===== src/rtl/spec_ghist.sv =====
module spec_ghist #(
  parameter int GHR_BITS   = 12,
  parameter int STORE_BITS = 32,
  parameter int CKPT_DEPTH = 8,
  localparam int TAG_W = (CKPT_DEPTH > 1) ? $clog2(CKPT_DEPTH) : 1
) (
  input  logic                clk,
  input  logic                rst_n,
  input  logic                snap_req,
  output logic                snap_ok,
  output logic [TAG_W-1:0]    snap_tag,
  input  logic                spec_valid,
  input  logic                spec_dir,
  input  logic                repair_valid,
  input  logic [TAG_W-1:0]    repair_tag,
  input  logic                repair_dir,
  input  logic                restore_valid,
  input  logic [TAG_W-1:0]    restore_tag,
  input  logic                commit_valid,
  input  logic [TAG_W-1:0]    commit_tag,
  output logic [GHR_BITS-1:0] hist
);

  localparam logic [STORE_BITS-1:0] MASK = (STORE_BITS'(1) << GHR_BITS) - STORE_BITS'(1);

  if (GHR_BITS > STORE_BITS || GHR_BITS < 1) begin : g_bad_width
    $error("spec_ghist: GHR_BITS must be in 1..STORE_BITS");
  end

  logic [STORE_BITS-1:0] ghr_q, ghr_d;
  logic [STORE_BITS-1:0] ckpt_q [CKPT_DEPTH];
  logic [CKPT_DEPTH-1:0] slot_vld, slot_vld_d;
  logic                  grant;

  always_comb begin
    snap_ok  = 1'b0;
    snap_tag = '0;
    for (int i = CKPT_DEPTH - 1; i >= 0; i--) begin
      if (!slot_vld[i]) begin
        snap_ok  = 1'b1;
        snap_tag = TAG_W'(i);
      end
    end
  end

  assign grant = snap_req && snap_ok;

  always_comb begin
    if (restore_valid)
      ghr_d = ckpt_q[restore_tag];
    else if (repair_valid)
      ghr_d = {ckpt_q[repair_tag][STORE_BITS-2:0], repair_dir};
    else if (spec_valid)
      ghr_d = {ghr_q[STORE_BITS-2:0], spec_dir};
    else
      ghr_d = ghr_q;
  end

  always_comb begin
    slot_vld_d = slot_vld;
    if (commit_valid)  slot_vld_d[commit_tag]  = 1'b0;
    if (restore_valid) slot_vld_d[restore_tag] = 1'b0;
    if (grant)         slot_vld_d[snap_tag]    = 1'b1;
  end

  always_ff @(posedge clk or negedge rst_n) begin
    if (!rst_n) begin
      ghr_q    <= '0;
      slot_vld <= '0;
      for (int i = 0; i < CKPT_DEPTH; i++) ckpt_q[i] <= '0;
    end else begin
      ghr_q    <= ghr_d & MASK;
      slot_vld <= slot_vld_d;
      if (grant) ckpt_q[snap_tag] <= ghr_q;
    end
  end

  assign hist = ghr_q[GHR_BITS-1:0];

endmodule


===== config.mk =====
export PLATFORM = sky130hd
export DESIGN_NAME = spec_ghist
export DESIGN_NICKNAME = d
export VERILOG_FILES = /design/src/rtl/spec_ghist.sv
export SDC_FILE = /design/constraint.sdc
export NUM_CORES = 1
export LEC_CHECK = 0
export BUFFER_PORTS_ARGS = -buffer_cell sky130_fd_sc_hd__buf_2
export CORE_ASPECT_RATIO = 1.75
export CORE_MARGIN = 2
export CORE_UTILIZATION = 50
export CTS_CLUSTER_SIZE = 8
export DETAILED_ROUTE_END_ITERATION = 7
export PLACE_DENSITY = 0.7
export SYNTH_ARGS = -nofsm -noshare
export SYNTH_HDL_FRONTEND = slang
export SYNTH_SLANG_ARGS = --single-unit

===== constraint.sdc =====
create_clock -name clk -period 1.7 [get_ports clk]
set_input_delay 0.51 -clock clk [delete_from_list [all_inputs] [get_ports clk]]
set_output_delay 0.51 -clock clk [all_outputs]
set_load 0.1 [all_outputs]

=== Word level (Yosys, flattened, before mapping) ===
Index checks and enable logic that the tools add are counted.

* Add/subtract/negate cells: 0
* Multipliers: 0
* Div/mod/pow operators: 0
* $lt $le $gt $ge: 10
* Equal/unequal tests: 0
* Shift operators: 0
* Multiplexer cells: 37
* Bitwise gates (word level): 8
* Reduce and logical (&&, ||, !) cells: 6

{| class="wikitable"
|+ Operator list
! kind !! count
|-
| bitwise mux 256 bit || 1
|-
| binary-select mux 32 bit (select 3 bit) || 2
|-
| demux 32 bit (select 3 bit) || 1
|-
| two-way mux 12 bit || 5
|-
| two-way mux 32 bit || 1
|-
| two-way mux 3 bit || 8
|-
| two-way mux 8 bit || 3
|-
| two-way mux 11 bit || 2
|-
| bitwise AND 8 bit || 2
|-
| inverter 8 bit || 2
|-
| >= comparator 4 bit, second input constant || 3
|-
| < comparator 3 x 4 -> 1 bit, second input constant || 3
|-
| inverter 3 -> 4 bit || 3
|-
| two-way mux 1 bit || 11
|-
| demux 1 bit (select 3 bit) || 3
|-
| >= comparator 3 x 1 -> 1 bit, second input constant || 3
|-
| OR 8 bit || 1
|-
| logical AND 1 bit || 5
|-
| < comparator 4 x 1 -> 1 bit, second input constant || 1
|-
| nonzero test 3 bit || 1
|}

* Flip-flop bits (word level): 276
* Bits in latches: 0
* Bits in writable memories: 0
* ROM bits: 0
* Input port bits: 18
* Output and inout bits: 16
* Logic and storage cells: 71
* Memories kept: 0

=== Longest topological paths before layout ===
* Depth after elaboration: 14
* Gate-level depth with buffers: 7
* Gate-level depth less buffers: 5

=== Worst setup path before layout ===
No wires, ideal clock.

* Kind: register to output
* Start point: register slot_vld[1]
* End point: output snap_tag[2]
* Data arrival time: 2.688 ns
* Required time: 1.190 ns
* Path slack: -1.498 ns
* Cell stages (with the launch flop): 3
* Buffers on the path: 0
* Path through: dfrtp_1 > nand3_1 > nor3_1

* Cells in the longest elaborated chain, start to end: 2

{| class="wikitable"
|+ Ends and longest elaborated chain
! what !! line !! text
|-
| start: declaration || 32 || <nowiki>logic [CKPT_DEPTH-1:0] slot_vld, slot_vld_d;</nowiki>
|-
| start signal: assignment || 73 || <nowiki>slot_vld <= slot_vld_d;</nowiki>
|-
| two-way mux 3 bit (2 in series) || 39 || <nowiki>if (!slot_vld[i]) begin</nowiki>
|-
| end: declaration || 11 || <nowiki>output logic [TAG_W-1:0] snap_tag,</nowiki>
|}

No other way between the ends.

=== Worst setup path in the final report ===
* Start point: register slot_vld[6]
* End point: output snap_tag[0]

* Cells in the longest elaborated chain, start to end: 7

{| class="wikitable"
|+ Ends and longest elaborated chain
! what !! line
|-
| two-way mux 3 bit (7 in series) || 39
|}

No other way between the ends.

==> reports/metrics.csv <==
metric,value,unit
RSZ-0062 raised after global routing,true,
Slew headroom,25.4,%
Crit Reg-Reg Startpoint,slot_vld[6],
final worst-path cycle share,124,%
routed via count,4670,
GRT overflow,0,
vias per cell,6.38,
placed insts,684,
# port buffers,33,
I/O pins,34,
antenna violations before repair,0,
post-synth cell types,37,
Peak Freq,0.476,GHz
# nets final,572,
TNS Setup,-10540,ps
Gate Count Post-Synth,470,
Non-Filler Instances,732,
worst hold path class,primary input to flop,
H-tree level count,4,
die height,150,um
Worst path top cell family by delay,buffers and inverters,
Peak supply drop,0.000952,V
hold wc startpoint,repair_dir,
Final Hold Fails,0,
final setup fails,53,
Worst setup SP type,flop,
clock tree buffer depth,2,
crit path DAT,1590,ps
antenna-violating nets left,0,
PnR worst setup slack,-402,ps
Lkg Pwr,3.66,nW
Starting DRT DRC Count,342,
final wirelength,18000,um
Final Power,0.0134,W
DR pass1 iterations,5,
register area share after synthesis,47.4,%
DRC viols,0,
Tot GR Track Use,29.8,%
Clock Latency Late Sink,410,ps
Synth Area per Inst,13.0,um2
Crit-path slowest cell,dfrtp_1,
Max Cap Viol,0,
multi-input combinational cell area,3290,um2
failing checks,negative setup slack,
"Net Count, Synth",488,
crit-path max cell delay,400,ps
critical path class,flop to output pin,
Die Area,13200,um2
vias in the first global route,5061,
number of buffers created by CTS,17,
fin. max-slew vios,0,
post-detail-place hpwl,11400,um
WHS Path Cells,3,
Worst Tran Pin Value,1120,ps
"commonest non-fill, non-tap cell in the layout",dfrtp_1,
clock skew,7.86,ps
area of the mapped netlist,6120,um2
wire per inst,24.6,um
clk root buf,clkbuf_16,
worst hold path endpoint,ghr_q[0],
Final min period,2100,ps
clk sinks,116,
fill cell count,822,
first-pass GRT wire length,28800,um
CTS tree,done,
Initial Utilization,51.0,%
yosys warns,0,
status,"finished, violations left",
Row Count,53,
Bufs and invs on worst path,3,
"Clk pin slew, worst setup/hold paths",60,ps
antenna cells,0,
#FFs+latches synth,116,
most frequent cells in the layout,"105 x dfrtp_1, 70 x mux2_2, 49 x buf_4",
RePlAce Congestion,0.873,
power density over the cells,1610,nW/um2
core area,12000,um2
layout cells sized above 1,55.7,%
R2R Setup Slk,-280,ps
FF-to-FF End,ckpt_q[97],
worst-case reg-to-reg path depth,10,
Crit. End Element,output pin,
largest net degree at the start of global routing,41,
crit path max fanout,2,
FF/Latch Area,2920,um2
crit-path cells,buf_6 -> nand2b_4 -> a21boi_4 -> o211ai_4 -> clkinvlp_4 -> buf_12,
die width,87.6,um
Crit path required time,1190,ps
Syn-to-layout area delta,35.6,%
[area by class of cell]
class,instances,area share [%]
multi-input combinational,305,39.7
inverter,4,0.226
clock buffer,18,5.29
tap,165,2.49
timing repair buffer,110,15.3
sequential,116,35.2
clock inverter,14,1.85
[power by group]
part,internal (W),leakage [nW],switching (W)
Combinational,0.00271,1.93,0.00234
Clock,0.00220,0.271,0.00134
Sequential,0.00376,1.46,0.00100
[what timing repair did]
action	CTS	global route
gates resized for setup	54	26
hold endpoints to repair	10	0
gates cloned	2	0
endpoints found under the setup margin	59	63
setup buffers	9	7
hold buffers	1	0
pin swaps	8	3
[Yosys cell counts]
master | instances | area, um2
dfrtp_1 | 116 | 2900
mux2_2 | 109 | 1230
mux2i_1 | 24 | 240
mux4_2 | 24 | 541
a221oi_1 | 22 | 193
a22oi_1 | 22 | 165
buf_1 | 16 | 60.1
nor2_1 | 16 | 60.1
clkbuf_1 | 15 | 56.3
a21oi_1 | 12 | 60.1
nand2_1 | 12 | 45.0
o21ai_0 | 11 | 55.1
buf_2 | 9 | 45.0
mux2_1 | 9 | 101
nand3_1 | 9 | 45.0
nor2b_1 | 8 | 50.1
buf_4 | 4 | 30.0
inv_1 | 4 | 15.0
a31o_2 | 3 | 26.3
a21o_1 | 2 | 15.0
a32oi_1 | 2 | 17.5
nand2b_1 | 2 | 12.5
nand4_1 | 2 | 12.5
nor3_1 | 2 | 10.0
o311ai_0 | 2 | 17.5
or2_2 | 2 | 12.5
a211oi_1 | 1 | 7.51
a21boi_1 | 1 | 7.51
a31oi_1 | 1 | 6.26
buf_6 | 1 | 11.3
nand3b_1 | 1 | 7.51
nor2_2 | 1 | 6.26
nor2b_2 | 1 | 8.76
nor4_4 | 1 | 21.3
o211ai_2 | 1 | 12.5
or3_1 | 1 | 6.26
or4_1 | 1 | 7.51
[state kept, by name (all words and copies together), names as in the netlist]
register / count
ckpt_q: 96
ghr_q: 12
slot_vld: 8
[layer usage]
| layer | part of all wire (%) | vias up | global-route usage, % |
|---|---|---|---|
| li1 | - | 1959 | - |
| met1 | 37 | 2414 | 36.1 |
| met2 | 52 | 227 | 49.2 |
| met3 | 6.1 | 70 | 6.09 |
| met4 | 4.7 | 0 | 16.1 |
| met5 | 0 | - | 0 |
[through the flow]
stage / utilization (%) / hold WS, ps / cell area (um2) / worst slack (ps)
floorplan: - / 214 / 6200 / -155
global placement: 60.7 / 436 / 7290 / -216
detailed placement: 60.7 / 438 / 7290 / -232
CTS: 68.3 / 388 / 8200 / -430
global route: 69.1 / 407 / 8300 / -451
finish: 69.1 / 383 / 8300 / -402
[worst max-delay path by stage]
stage	depth (start not counted)	slack, ps	endpoint	startpoint
6_report	6	-400	snap_tag[0]	slot_vld[6]
5_1_grt	3	-450	snap_ok	slot_vld[7]
4_1_cts	3	-430	snap_ok	slot_vld[7]
3_5_place_dp	7	-230	ghr_q[11]	restore_tag[1]
3_3_place_gp	7	-220	ghr_q[1]	restore_tag[1]
2_1_floorplan	2	-160	snap_tag[2]	slot_vld[3]
[worst reg2reg max path, delay by kind of cell, from the launching register on]
kind | cells | cell delay [ps]
AO/OA/AOI/OAI | 2 | 270
buffers and inverters | 5 | 630
flip-flops | 1 | 400
multiplexers | 1 | 320
AND/OR/NAND/NOR | 2 | 250
[logic make-up (layout without fill, tap and decap cells)]
logic type	Yosys count	count (layout)	share of synthesized area, %
compound gates	80	80	9.53
buf+inv	49	146	3.56
flops	116	116	47.4
mux	166	166	34.5
simple gates	59	59	4.99
(Power assumes the default switching activity.)
